**config.mk**
```make
export PLATFORM = sky130hd
export DESIGN_NAME = hit_rate_limiter
export DESIGN_NICKNAME = d
export VERILOG_FILES = /design/src/rtl/hrl_pkg.sv /design/src/rtl/hrl_bucket.sv /design/src/rtl/hrl_out_stage.sv /design/src/rtl/hit_rate_limiter.sv
export SDC_FILE = /design/constraint.sdc
export NUM_CORES = 1
export LEC_CHECK = 0
export ABC_AREA = 1
export ABC_CLOCK_PERIOD_IN_PS = 2400
export BUFFER_PORTS_ARGS = -buffer_cell sky130_fd_sc_hd__buf_2
export CAP_MARGIN = 40
export CORE_MARGIN = 2
export CORE_UTILIZATION = 30
export DETAILED_ROUTE_END_ITERATION = 10
export PLACE_DENSITY = 0.6
export SETUP_SLACK_MARGIN = 0.5
export SLEW_MARGIN = 20
export SYNTH_ARGS = -nofsm -noshare
export SYNTH_HDL_FRONTEND = slang
export SYNTH_SLANG_ARGS = --single-unit
```
**constraint.sdc**
```tcl
create_clock -name clk -period 2.4 [get_ports clk]
set_clock_uncertainty 0.2 [all_clocks]
set_input_delay 0.12 -clock clk [delete_from_list [all_inputs] [get_ports clk]]
set_output_delay 0.12 -clock clk [all_outputs]
set_load 0.01 [all_outputs]
```
**src/rtl/hrl_pkg.sv**
```systemverilog
// Shared types for the hit rate limiter.
// Assumes: nothing beyond IEEE 1800-2017.
package hrl_pkg;

    // How the bucket level moves in one clock
    typedef enum logic [1:0] {
        STEP_HOLD  = 2'd0,
        STEP_DRAIN = 2'd1,
        STEP_POUR  = 2'd2,
        STEP_EMPTY = 2'd3
    } step_e;

endpackage

```
**src/rtl/hrl_bucket.sv**
```systemverilog
// Bucket level register and acceptance decision.
// Does: pours HIT_WEIGHT per accepted hit, drains 1 per idle or refused
// hit cycle, holds at zero, empties on clear.
// Assumes: THRESH-1+HIT_WEIGHT fits in ACC_W bits (checked by the top).
module hrl_bucket
    import hrl_pkg::*;
#(
    parameter int ACC_W      = 8,
    parameter int HIT_WEIGHT = 32,
    parameter int HIT_BUDGET = 7
) (
    input  logic             clk,
    input  logic             rst_n,
    input  logic             clr_i,
    input  logic             hit_i,
    output logic             accept_o,
    output logic [ACC_W-1:0] level_o
);

    localparam int               THRESH   = HIT_WEIGHT * HIT_BUDGET;
    localparam logic [ACC_W-1:0] THRESH_L = ACC_W'(THRESH);
    localparam logic [ACC_W-1:0] WEIGHT_L = ACC_W'(HIT_WEIGHT);
    localparam logic [ACC_W-1:0] ONE_L    = ACC_W'(1);

    logic [ACC_W-1:0] level_q;
    step_e            step;

    // Decide acceptance from the level before this hit
    assign accept_o = hit_i && (level_q < THRESH_L);

    // Pick how the level moves this cycle
    always_comb begin
        if (clr_i)
            step = STEP_EMPTY;
        else if (accept_o)
            step = STEP_POUR;
        else if (level_q != '0)
            step = STEP_DRAIN;
        else
            step = STEP_HOLD;
    end

    // Level register, synchronous active-low reset
    always_ff @(posedge clk) begin
        if (!rst_n) begin
            level_q <= '0;
        end else begin
            unique case (step)
                STEP_EMPTY: level_q <= '0;
                STEP_POUR:  level_q <= level_q + WEIGHT_L;
                STEP_DRAIN: level_q <= level_q - ONE_L;
                default:    level_q <= level_q;
            endcase
        end
    end

    assign level_o = level_q;

    AST_EMPTY_HOLDS: assert property (@(posedge clk) disable iff (!rst_n)
        (level_q == '0 && !hit_i && !clr_i) |=> (level_q == '0));
    AST_NO_WRAP: assert property (@(posedge clk) disable iff (!rst_n)
        (!clr_i && level_q >= THRESH_L) |=> (level_q >= THRESH_L - ONE_L));
    AST_POUR_RISES: assert property (@(posedge clk) disable iff (!rst_n)
        (!clr_i && hit_i && level_q < THRESH_L) |=> (level_q > $past(level_q)));

endmodule

```
**src/rtl/hrl_out_stage.sv**
```systemverilog
// Registered result stage.
// Does: turns the acceptance decision into one-cycle valid or drop pulses
// and captures the time word of accepted hits.
// Assumes: accept_i is only high together with hit_i.
module hrl_out_stage #(
    parameter int TIME_W = 16
) (
    input  logic              clk,
    input  logic              rst_n,
    input  logic              clr_i,
    input  logic              hit_i,
    input  logic              accept_i,
    input  logic [TIME_W-1:0] time_i,
    output logic              vld_o,
    output logic [TIME_W-1:0] time_o,
    output logic              drop_o
);

    // Pulse registers; a clear swallows the hit of its own cycle
    always_ff @(posedge clk) begin
        if (!rst_n) begin
            vld_o  <= 1'b0;
            drop_o <= 1'b0;
        end else begin
            vld_o  <= hit_i && accept_i && !clr_i;
            drop_o <= hit_i && !accept_i && !clr_i;
        end
    end

    // Time register, loaded only by accepted hits
    always_ff @(posedge clk) begin
        if (!rst_n)
            time_o <= '0;
        else if (hit_i && accept_i && !clr_i)
            time_o <= time_i;
    end

    AST_PULSE_EXCLUSIVE: assert property (@(posedge clk) disable iff (!rst_n)
        $onehot0({vld_o, drop_o}));
    AST_CLEAR_SILENT: assert property (@(posedge clk) disable iff (!rst_n)
        clr_i |=> (!vld_o && !drop_o));

endmodule

```
**src/rtl/hit_rate_limiter.sv**
```systemverilog
// Top of the per-channel leaky-bucket hit rate limiter.
// Does: passes converter hits while the bucket is below its budget,
// reports refused hits, empties on spill clear.
// Assumes: hit_vld is a one-cycle strobe per hit in the clk domain.
module hit_rate_limiter #(
    parameter int TIME_W     = 16,
    parameter int ACC_W      = 8,
    parameter int HIT_WEIGHT = 32,
    parameter int HIT_BUDGET = 7
) (
    input  logic              clk,
    input  logic              rst_n,
    input  logic              spill_clr,
    input  logic              hit_vld,
    input  logic [TIME_W-1:0] hit_time,
    output logic              acc_vld,
    output logic [TIME_W-1:0] acc_time,
    output logic              hit_drop
);

    localparam int THRESH    = HIT_WEIGHT * HIT_BUDGET;
    localparam int PEAK      = THRESH - 1 + HIT_WEIGHT;
    localparam int LEVEL_MAX = (1 << ACC_W) - 1;

    // Refuse parameter sets whose peak level would wrap
    generate
        if (PEAK > LEVEL_MAX) begin : g_bad_width
            $error("hit_rate_limiter: ACC_W too narrow for weight and budget");
        end
    endgenerate

    logic             accept;
    logic [ACC_W-1:0] level;

    hrl_bucket #(
        .ACC_W      (ACC_W),
        .HIT_WEIGHT (HIT_WEIGHT),
        .HIT_BUDGET (HIT_BUDGET)
    ) i_bucket (
        .clk      (clk),
        .rst_n    (rst_n),
        .clr_i    (spill_clr),
        .hit_i    (hit_vld),
        .accept_o (accept),
        .level_o  (level)
    );

    hrl_out_stage #(
        .TIME_W (TIME_W)
    ) i_out (
        .clk      (clk),
        .rst_n    (rst_n),
        .clr_i    (spill_clr),
        .hit_i    (hit_vld),
        .accept_i (accept),
        .time_i   (hit_time),
        .vld_o    (acc_vld),
        .time_o   (acc_time),
        .drop_o   (hit_drop)
    );

    AST_DROP_WHEN_FULL: assert property (@(posedge clk) disable iff (!rst_n)
        hit_drop |-> ($past(level) >= ACC_W'(THRESH)));
    AST_NO_PHANTOM: assert property (@(posedge clk) disable iff (!rst_n)
        (acc_vld || hit_drop) |-> ($past(hit_vld) && !$past(spill_clr)));
    AST_TIME_FOLLOWS: assert property (@(posedge clk) disable iff (!rst_n)
        acc_vld |-> (acc_time == $past(hit_time)));

endmodule

```
=== Word-level counts from Yosys, hierarchy flattened ===
Cells that the tools add are included.

* Bits in registers: 26
* Output and inout port bits: 18
* Word-level logic and storage cells: 23
* Input bits: 20

* $add $sub $neg: 2
* Muxes and demuxes: 4
* Order comparisons: 1
* Reduce and logical (&&, ||, !) cells: 9
* Eq/ne operators: 3

{| class="wikitable"
|+ Operator list
! operator !! count
|-
| $pmux 8 s3 || 1
|-
| $add 8x6->8 const B || 1
|-
| $lt 8x8->1 const B || 1
|-
| $reduce_bool 8->1 || 1
|-
| $sub 8x1->8 const B || 1
|-
| $logic_and 1x1->1 || 5
|-
| $eq 2x2->1 const B || 2
|-
| $mux 2 || 2
|-
| $reduce_bool 3->1 || 1
|-
| $eq 2x1->1 const B || 1
|-
| $logic_not 1->1 || 2
|-
| $mux 1 || 1
|}

=== Logic depth before layout (Yosys ltp) ===
Gate-level depths: netlist (run 1).

* Depth in word-level cells: 6
* Mapped depth: 13
* Depth with buffers taken out: 13

=== Hierarchy ===
Synthesis (run 1) repeated with hierarchy kept, for this count alone.

* Cell total of the unflattened synthesis: 197
* Area total of the unflattened synthesis: 1338.8 µm²

{| class="wikitable"
|+ By module, submodules not included
! module !! cells an instance !! area an instance (µm²) !! seq. area each (µm²) !! instances
|-
| hrl_out_stage || 109 || 735.7 || 360.3 || 1
|-
| hrl_bucket || 88 || 603.1 || 160.2 || 1
|}

=== Worst setup path before layout (run 1) ===
OpenSTA, ideal clock, no wires.

* Path kind: reg-to-reg
* From: register i_bucket.level_q[0] (netlist: i_bucket.level_o[0])
* To: register i_bucket.level_q[5] (netlist: i_bucket.level_o[5])
* Setup time: 0.070 ns
* Buffers on the path: 0
* Stages on the path, launching flop included: 13
* Period minus slack after synthesis: 2.055 ns
* Data arrival time: 1.785 ns
* Required time: 2.130 ns
* Setup slack: 0.345 ns
* Cell sequence: dfxtp_1 -> inv_1 -> ha_1 -> nand3_2 -> nor2_2 -> nand2_1 -> nand2_4 -> inv_4 -> ha_1 -> nor2_1 -> o21a_1 -> o21ai_0 -> a21oi_1

* Cells in the longest elaborated chain, start to end: 6
* Elaborated cells on any way between the ends: 13
* Those cells by class: add/sub: 2; order compare: 1; eq/ne: 3; mux: 4; reduce/logical: 3

{| class="wikitable"
|+ Ends and longest elaborated chain
! what !! line !! source
|-
| from (decl) || hrl_bucket.sv:25 || <nowiki>logic [ACC_W-1:0] level_q;</nowiki>
|-
| from (signal assigned) || hrl_bucket.sv:50 || <nowiki>STEP_POUR: level_q <= level_q + WEIGHT_L;</nowiki>
|-
| from (signal assigned) || hrl_bucket.sv:51 || <nowiki>STEP_DRAIN: level_q <= level_q - ONE_L;</nowiki>
|-
| from (signal assigned) || hrl_bucket.sv:52 || <nowiki>default: level_q <= level_q;</nowiki>
|-
| $lt 8x8->1 or $reduce_bool 8->1 (tied branches) || hrl_bucket.sv:29, hrl_bucket.sv:37 ||
|-
| $logic_and 1x1->1 or $mux 1 (tied branches) || hrl_bucket.sv:29, hrl_bucket.sv:37 ||
|-
| $mux 2 || hrl_bucket.sv:35 || <nowiki>else if (accept_o)</nowiki>
|-
| $mux 2 || hrl_bucket.sv:33 || <nowiki>if (clr_i)</nowiki>
|-
| $eq 2x1->1 or $eq 2x2->1 (tied branches) || hrl_bucket.sv:48 || <nowiki>unique case (step)</nowiki>
|-
| $pmux 8 s3 or $reduce_bool 3->1 (tied branches) || n/a ||
|}

Several ways; a longest one is shown, not always the timed one.
A chain may end at the register's enable or synchronous reset.

=== Worst setup path in the final report (run 1) ===
Ends and elaborated chain as after synthesis.

==> report_table.html, run 1 <==
<table>
<tr><th>Metric</th><th>Value</th></tr>
<tr><th colspan="2">Clocking</th></tr>
<tr><td>CTS root buffer</td><td>clkbuf_8</td></tr>
<tr><td>Number of sinks on the clock net</td><td>26</td></tr>
<tr><td>H-tree Lvls</td><td>1</td></tr>
<tr><td>Clock slew seen by the registers of the worst setup and hold paths</td><td>100 ps</td></tr>
<tr><td>Clock tree from TritonCTS</td><td>done</td></tr>
<tr><td>Bufs on Longest Clock Path</td><td>2</td></tr>
<tr><td>TritonCTS Buffers</td><td>3</td></tr>
<tr><td>Insertion delay of the later-clocked pin in the worst-skew pair</td><td>290 ps</td></tr>
<tr><th colspan="2">Critical path</th></tr>
<tr><td>Worst reg-to-reg setup slack</td><td>550 ps</td></tr>
<tr><td>Worst-path fanout max</td><td>4</td></tr>
<tr><td>Startpoint-to-endpoint class of the critical path</td><td>flip-flop to flip-flop</td></tr>
<tr><td>WP data arrival</td><td>1860 ps</td></tr>
<tr><td>Kind of capture point of the worst setup path</td><td>flip-flop</td></tr>
<tr><td>Required @ worst endpoint</td><td>2400 ps</td></tr>
<tr><td>Critical path startpoint category</td><td>flip-flop</td></tr>
<tr><th colspan="2">Route</th></tr>
<tr><td>Count of vias placed by the detailed router</td><td>1,249</td></tr>
<tr><td>Final wirelength</td><td>2.96 mm</td></tr>
<tr><td>Detailed Route Iter0 Violations</td><td>35</td></tr>
<tr><td>Drt drc</td><td>0</td></tr>
<tr><td>Vias per cell</td><td>4.41</td></tr>
<tr><td>Routed length per placed instance</td><td>10.5 um</td></tr>
<tr><td>Number of detailed-route iterations in the first pass</td><td>3</td></tr>
<tr><td>Antenna violation net count after detailed routing</td><td>0</td></tr>
<tr><th colspan="2">Timing</th></tr>
<tr><td>Final total negative setup slack</td><td>0 ps</td></tr>
<tr><td>Hold Vio Cnt, Final</td><td>0</td></tr>
<tr><td>Portion of the clock cycle consumed by the worst path in the final layout</td><td>77.2%</td></tr>
<tr><td>Achievable Freq</td><td>539 MHz</td></tr>
<tr><td>Final hold slack</td><td>34.0 ps</td></tr>
<tr><td>Relative slew slack</td><td>78.5%</td></tr>
<tr><td>Finish-stage setup viols</td><td>0</td></tr>
<tr><td>Pins Over Slew Limit</td><td>0</td></tr>
<tr><td>Shortest clock period the worst path allows after layout</td><td>1850 ps</td></tr>
<tr><td>Worst slew pin tran</td><td>322 ps</td></tr>
<tr><td>RSZ-0062 raised after global routing</td><td>true</td></tr>
<tr><th colspan="2">Logic synthesis</th></tr>
<tr><td>Seq cells post-synth</td><td>26</td></tr>
<tr><td>Cell area after technology mapping</td><td>1210 sq um</td></tr>
<tr><td>Warnings, synthesis</td><td>0</td></tr>
<tr><td>Net Count, Synth</td><td>193</td></tr>
<tr><td>Post-synthesis sequential area ratio</td><td>42.9%</td></tr>
<tr><td>Post-Synthesis Mean Instance Area</td><td>7.26 sq um</td></tr>
<tr><td>Syn Inst Count</td><td>167</td></tr>
<tr><td>Netlist cell types</td><td>23</td></tr>
<tr><th colspan="2">Global route</th></tr>
<tr><td>Global route overflow</td><td>0</td></tr>
<tr><td>Largest net degree at the start of global routing</td><td>20</td></tr>
<tr><td>Global-route wire length before repair</td><td>4.42 mm</td></tr>
<tr><td>Number of global-route vias before repair</td><td>1,063</td></tr>
<tr><td>Total global routing track utilization</td><td>12.6%</td></tr>
<tr><td>Initial antenna violation count</td><td>0</td></tr>
<tr><th colspan="2">Flow run</th></tr>
<tr><td>Number of maximum-capacitance violations</td><td>0</td></tr>
<tr><th colspan="2">Power</th></tr>
<tr><td>Maximum VDD drop</td><td>0.273 mV</td></tr>
<tr><td>Leakage power of the design</td><td>0.877 nW</td></tr>
<tr><td>Internal Pwr Total</td><td>0.987 mW</td></tr>
<tr><td>Sw frac</td><td>33.6%</td></tr>
<tr><td>Overall power after layout</td><td>1.49 mW</td></tr>
<tr><td>Power density normalized to cell area</td><td>804 nW/um^2</td></tr>
<tr><td>Reg power frac</td><td>34.6%</td></tr>
<tr><td>Power share of the clock group</td><td>25.3%</td></tr>
<tr><td>Comb pwr share</td><td>40.1%</td></tr>
<tr><td>Power spent charging and discharging nets</td><td>0.499 mW</td></tr>
<tr><th colspan="2">Cells and area</th></tr>
<tr><td>Final net count</td><td>260</td></tr>
<tr><td>ANT cells</td><td>0</td></tr>
<tr><td>Layout cell share with drive strength beyond 1</td><td>33.5%</td></tr>
<tr><td>Area delta synth-&gt;final</td><td>52.4%</td></tr>
<tr><th colspan="2">Floorplan</th></tr>
<tr><td>Core footprint</td><td>3940 sq um</td></tr>
<tr><td>Chip Width</td><td>67.6 um</td></tr>
<tr><td>Die Area</td><td>4570 sq um</td></tr>
<tr><td>Starting density of the core</td><td>30.8%</td></tr>
<tr><td>Standard-cell row count</td><td>23</td></tr>
<tr><td>I/O pins</td><td>38</td></tr>
<tr><td>Die height</td><td>67.6 um</td></tr>
<tr><th colspan="2">Place</th></tr>
<tr><td>Global placement routability congestion</td><td>0.825</td></tr>
<tr><td># port buffers</td><td>37</td></tr>
<tr><td>Detailed-placement wirelength estimate</td><td>1.99 mm</td></tr>
<tr><th colspan="2">Min path</th></tr>
<tr><td>Hold Path Class</td><td>input port to flip-flop</td></tr>
<tr><th colspan="2">Status</th></tr>
<tr><td>Result of the run</td><td>finished clean</td></tr>
</table>
-- placed cells by master (no fill, tap or decap), types with 2 or more instances in the layout --
master / count
nor2_4: 3
nand3_1: 5
nor2_1: 41
nand2_1: 21
ha_1: 4
o21ai_0: 17
inv_1: 12
buf_4: 11
o21ai_1: 5
dfxtp_2: 5
a21oi_1: 7
dfxtp_1: 21
nand2_4: 2
ha_4: 2
nand2_2: 2
buf_2: 37
nor3_1: 2
dlygate4sd3_1: 18
inv_2: 5
clkbuf_8: 3
-- critical path, stage by stage (launching register included) --
cell and delay [ps]:
dfxtp_2 340, inv_2 70, ha_4 140, nand3_4 80, nor2_4 100, nand2_2 70, nand2_4 100, inv_6 50
ha_4 250, nor2_4 80, o21a_1 110, o21ai_1 50, a21oi_1 120
-- worst paths after layout --
kind	startpoint	endpoint	cells after the start
max	i_bucket.level_o[0]	i_bucket.level_o[5]	12
min	rst_n	i_out.time_o[2]	3
max reg2reg	i_bucket.level_o[0]	i_bucket.level_o[5]	12
min reg2reg	i_out.time_o[6]	i_out.time_o[6]	2
-- through the flow --
stage          instance area (sq um)  std cells  util, %  setup WS (ps)
3_5_place_dp                    1480        251     37.6            343
4_1_cts                         1800        278     45.7            503
3_3_place_gp                    1480        251     37.6            396
5_1_grt                         1850        283     46.9            423
6_report                        1850        283     46.9            546
2_1_floorplan                   1250        167        -            504
-- power groups by stage --
stage	Combinational [mW]	Sequential (mW)	Clock, mW
5_1_grt	0.664	0.521	0.397
2_1_floorplan	0.340	0.526	0
4_1_cts	0.538	0.512	0.377
6_report	0.596	0.514	0.376
3_5_place_dp	0.447	0.522	0
3_3_place_gp	0.441	0.522	0
-- Yosys cell counts --
cell / count / share of area, %
nor2_2: 2 / 1.0
ha_1: 6 / 6.2
nand3_1: 5 / 2.1
o21ai_2: 1 / 0.72
o21ai_0: 18 / 7.4
clkbuf_1: 2 / 0.62
nor2_4: 1 / 0.93
inv_1: 15 / 4.6
nand2_4: 2 / 1.9
nor3_1: 2 / 0.83
nand2_1: 22 / 6.8
buf_4: 1 / 0.62
nand2_2: 1 / 0.52
clkbuf_2: 1 / 0.41
inv_2: 2 / 0.62
nand3_2: 2 / 1.7
nor4_1: 2 / 1.0
o21ai_1: 4 / 1.7
a21oi_1: 8 / 3.3
inv_4: 1 / 0.52
nor2_1: 42 / 13
dfxtp_1: 26 / 43
o21a_1: 1 / 0.62
-- logic make-up (layout without fill, tap and decap cells) --
logic type | Yosys count | count (layout) | synth area share (%)
flip-flops | 26 | 26 | 42.9
adder cells (fa/ha/maj) | 6 | 6 | 6.19
AND/OR/NAND/NOR | 81 | 81 | 29.7
AO/OA/AOI/OAI | 32 | 32 | 13.7
buffers and inverters | 22 | 88 | 7.43
-- registers in the layout (all words and copies together), names as in the netlist --
register / count
i_bucket.level_o: 8
i_out.drop_o: 1
i_out.time_o: 16
i_out.vld_o: 1
-- cell type report --
class                      count  area, sq um
timing repair buffer          66          448
sequential                    26          527
fill                         397         2090
clock buffer                   3         41.3
tap                           50         62.6
multi-input combinational    119          667
clock inverter                 1         30.0
inverter                      18         72.6
-- metal layers --
layer / GRT usage, % / wire length, um
met3: 2.67 / 140
met2: 22.5 / 1340
met5: 0 / 0
met1: 14.6 / 1440
met4: 4.59 / 43
-- repair_timing --
action	4_1_cts	5_1_grt
setup endpoints to repair	7	7
endpoints found under the hold margin	17	0
buffers inserted	5	5
pin swaps	5	5
hold buffers	18	0
gates resized for setup	7	6
No activity file was read; power rests on OpenSTA's default activity.
==> inputs of run 2 (changes only) <==
--- a/config.mk
+++ b/config.mk
@@ -6,7 +6,7 @@
 export NUM_CORES = 1
 export LEC_CHECK = 0
 export ABC_AREA = 1
-export ABC_CLOCK_PERIOD_IN_PS = 2400
+export ABC_CLOCK_PERIOD_IN_PS = 1890
 export BUFFER_PORTS_ARGS = -buffer_cell sky130_fd_sc_hd__buf_2
 export CAP_MARGIN = 40
 export CORE_MARGIN = 2
==> constraint.sdc (replaced) <==
create_clock -name clk -period 1.89 [get_ports clk]
set_clock_uncertainty 0.2 [all_clocks]
set_input_delay 0.0945 -clock clk [delete_from_list [all_inputs] [get_ports clk]]
set_output_delay 0.0945 -clock clk [all_outputs]
set_load 0.01 [all_outputs]
==> run 2 against run 1 <==
Power grew 15%; critical path type unchanged; sequential power rose by 25%; clock-buffer cell count unchanged; combinational power up 27%.
==> report_table.html, run 2 (synthesis gave the netlist of run 1 again) <==
<table>
<tr><th>Metric</th><th>Value</th></tr>
<tr><th colspan="2">Timing</th></tr>
<tr><td>Portion of the clock cycle consumed by the worst path in the final layout</td><td>96.0% (+19 points)</td></tr>
<tr><td>RSZ-0062 raised after global routing</td><td>true</td></tr>
<tr><td>Hold Vio Cnt, Final</td><td>0 (unchanged)</td></tr>
<tr><td>Final hold slack</td><td>29.7 ps (-4.34 ps)</td></tr>
<tr><td>Relative slew slack</td><td>78.7% (+0.20 points)</td></tr>
<tr><td>Finish-stage setup viols</td><td>0 (unchanged)</td></tr>
<tr><td>Shortest clock period the worst path allows after layout</td><td>1810 ps (-39.2 ps)</td></tr>
<tr><td>Achievable Freq</td><td>551 MHz (+2.2%)</td></tr>
<tr><td>Worst slew pin tran</td><td>319 ps (-3.01 ps)</td></tr>
<tr><td>Pins Over Slew Limit</td><td>0 (unchanged)</td></tr>
<tr><th colspan="2">Cells and area</th></tr>
<tr><td>Util after Layout</td><td>46.4% (-0.51 points)</td></tr>
<tr><td>Commonest non-fill, non-tap cell in the layout</td><td>nor2_1</td></tr>
<tr><td>Top reg by flops</td><td>i_out.time_o</td></tr>
<tr><td>Number of flip-flops in the largest register</td><td>16 (unchanged)</td></tr>
<tr><td>Final net count</td><td>262 (+0.77%)</td></tr>
<tr><td>Area delta synth-&gt;final</td><td>50.8%</td></tr>
<tr><td>Commonest cells after routing, fill and taps aside</td><td>nor2_1, buf_2, dfxtp_1</td></tr>
<tr><td>ANT cells</td><td>0 (unchanged)</td></tr>
<tr><td>Layout cell share with drive strength beyond 1</td><td>32.9% (-0.57 points)</td></tr>
<tr><th colspan="2">Floorplan</th></tr>
<tr><td>Standard-cell row count</td><td>23 (unchanged)</td></tr>
<tr><td>I/O pins</td><td>38 (unchanged)</td></tr>
<tr><td>Starting density of the core</td><td>30.8% (unchanged)</td></tr>
<tr><td>Chip Width</td><td>67.6 um (unchanged)</td></tr>
<tr><td>Core footprint</td><td>3940 sq um (unchanged)</td></tr>
<tr><td>Die height</td><td>67.6 um (unchanged)</td></tr>
<tr><td>Die Area</td><td>4570 sq um (unchanged)</td></tr>
<tr><th colspan="2">Clocking</th></tr>
<tr><td>Bufs on Longest Clock Path</td><td>2 (unchanged)</td></tr>
<tr><td>Clock slew seen by the registers of the worst setup and hold paths</td><td>80 ps (-20 ps)</td></tr>
<tr><td>Insertion delay of the later-clocked pin in the worst-skew pair</td><td>270 ps (-20 ps)</td></tr>
<tr><td>Number of sinks on the clock net</td><td>26 (unchanged)</td></tr>
<tr><td>CTS root buffer</td><td>clkbuf_8</td></tr>
<tr><td>H-tree Lvls</td><td>1 (unchanged)</td></tr>
<tr><td>Clock tree from TritonCTS</td><td>done</td></tr>
<tr><td>TritonCTS Buffers</td><td>3 (unchanged)</td></tr>
<tr><th colspan="2">Global route</th></tr>
<tr><td>Initial antenna violation count</td><td>0 (unchanged)</td></tr>
<tr><td>Global route overflow</td><td>0 (unchanged)</td></tr>
<tr><td>Total global routing track utilization</td><td>13.1% (+0.47 points)</td></tr>
<tr><td>Largest net degree at the start of global routing</td><td>20 (unchanged)</td></tr>
<tr><td>Global-route wire length before repair</td><td>4.59 mm (+3.9%)</td></tr>
<tr><td>Number of global-route vias before repair</td><td>1,118 (+5.2%)</td></tr>
<tr><th colspan="2">Power</th></tr>
<tr><td>Sw frac</td><td>34.6% (+1.0 points)</td></tr>
<tr><td>Power density normalized to cell area</td><td>932 nW/um^2 (+16%)</td></tr>
<tr><td>Power share of the clock group</td><td>18.0% (-7.3 points)</td></tr>
<tr><td>Reg power frac</td><td>37.8% (+3.2 points)</td></tr>
<tr><td>Power spent charging and discharging nets</td><td>0.590 mW (+18%)</td></tr>
<tr><td>Maximum VDD drop</td><td>0.367 mV (+34%)</td></tr>
<tr><td>Leakage power of the design</td><td>0.871 nW (-0.64%)</td></tr>
<tr><td>Internal Pwr Total</td><td>1.11 mW (+13%)</td></tr>
<tr><td>Comb pwr share</td><td>44.3% (+4.2 points)</td></tr>
<tr><td>Overall power after layout</td><td>1.70 mW (+15%)</td></tr>
<tr><th colspan="2">Critical path</th></tr>
<tr><td>Kind of cell with the highest combined delay on the critical path</td><td>simple AND/OR/NAND/NOR gates</td></tr>
<tr><td>Critical path startpoint category</td><td>flip-flop</td></tr>
<tr><td>Startpoint-to-endpoint class of the critical path</td><td>flip-flop to flip-flop</td></tr>
<tr><td>Buffers plus inverters on the worst setup path</td><td>2 (unchanged)</td></tr>
<tr><td>Cells traversed along the worst timing path</td><td>inv_2 &gt; ha_4 &gt; nand3_4 &gt; nor2_4 &gt; nand2_2 &gt; nand2_4 &gt; inv_6 &gt; ha_4 &gt; nor2_4 &gt; o21a_1 &gt; o21ai_1 &gt; a21oi_1</td></tr>
<tr><td>WP data arrival</td><td>1820 ps (-40 ps)</td></tr>
<tr><td>Worst reg-to-reg setup slack</td><td>80 ps (-470 ps)</td></tr>
<tr><td>Kind of capture point of the worst setup path</td><td>flip-flop</td></tr>
<tr><td>Crit path largest cell delay</td><td>330 ps (about the same)</td></tr>
<tr><td>Required @ worst endpoint</td><td>1890 ps (-510 ps)</td></tr>
<tr><td>Worst-path fanout max</td><td>4 (unchanged)</td></tr>
<tr><td>Critical path's slowest cell</td><td>dfxtp_2</td></tr>
<tr><th colspan="2">Min path</th></tr>
<tr><td>Hold Path Class</td><td>input port to flip-flop</td></tr>
<tr><th colspan="2">Route</th></tr>
<tr><td>Antenna violation net count after detailed routing</td><td>0 (unchanged)</td></tr>
<tr><td>Detailed Route Iter0 Violations</td><td>52 (+49%)</td></tr>
<tr><td>Count of vias placed by the detailed router</td><td>1,256 (+0.56%)</td></tr>
<tr><td>Number of detailed-route iterations in the first pass</td><td>4 (+1)</td></tr>
<tr><td>Vias per cell</td><td>4.42 (+0.21%)</td></tr>
<tr><td>Routed length per placed instance</td><td>10.3 um (-1.2%)</td></tr>
<tr><td>Drt drc</td><td>0 (unchanged)</td></tr>
<tr><td>Final wirelength</td><td>2.94 mm (-0.84%)</td></tr>
<tr><th colspan="2">Place</th></tr>
<tr><td>Detailed-placement wirelength estimate</td><td>1.99 mm (about the same)</td></tr>
<tr><td># port buffers</td><td>37 (unchanged)</td></tr>
<tr><td>Global placement routability congestion</td><td>0.793 (-3.8%)</td></tr>
<tr><th colspan="2">Status</th></tr>
<tr><td>Result of the run</td><td>finished clean</td></tr>
<tr><th colspan="2">Flow run</th></tr>
<tr><td>Number of maximum-capacitance violations</td><td>0 (unchanged)</td></tr>
</table>
==> run 2: power groups by stage <==
stage	sequential (mW)	combinational [mW]	clock [mW]
2_1_floorplan	0.669	0.446	0
6_report	0.644	0.754	0.306
3_3_place_gp	0.653	0.651	0
4_1_cts	0.644	0.747	0.317
3_5_place_dp	0.655	0.643	0
5_1_grt	0.652	0.858	0.333
==> run 2: layout make-up <==
class | count | area [sq um]
fill | 395 | 2110
multi-input combinational | 119 | 658
sequential | 26 | 524
timing repair buffer | 68 | 467
inverter | 18 | 75.1
tap | 50 | 62.6
clock buffer | 3 | 41.3
==> run 2: what timing repair did <==
item	4_1_cts	5_1_grt
pin swaps	7	1
hold buffers	18	0
setup endpoints to repair	24	24
hold endpoints to repair	17	0
resized for setup	6	5
buffers inserted	3	0
==> run 2: worst paths after layout <==
path / cells past startpoint / to / startpoint
worst max-delay path: 12 / i_bucket.level_o[5] / i_bucket.level_o[0]
worst min-delay path: 3 / i_out.time_o[14] / rst_n
worst max register to register: 12 / i_bucket.level_o[5] / i_bucket.level_o[0]
worst min register to register: 2 / i_out.time_o[10] / i_out.time_o[10]
==> run 2: routing by layer <==
layer	track usage (%)	wire, um	vias to the layer above
met5	0	0	-
li1	-	-	665
met2	24.0	1380	38
met4	3.83	27	0
met1	15.5	1370	551
met3	2.00	159	2
==> run 2: stage by stage <==
| stage | area, sq um | cells | setup slack [ps] | setup TNS (ps) |
|---|---|---|---|---|
| finish | 1830 | 284 | 75.3 | 0 |
| global route | 1830 | 284 | -37.3 | -98.4 |
| CTS | 1820 | 284 | 76.9 | 0 |
| detailed placement | 1560 | 260 | -9.67 | -9.67 |
| global placement | 1560 | 260 | -7.51 | -7.51 |
| floorplan | 1260 | 167 | 44.2 | 0 |
==> run 2: worst min-delay path, stage by stage <==
cell and delay (ps):
buf_2 210, o21ai_0 110, nor2_1 40
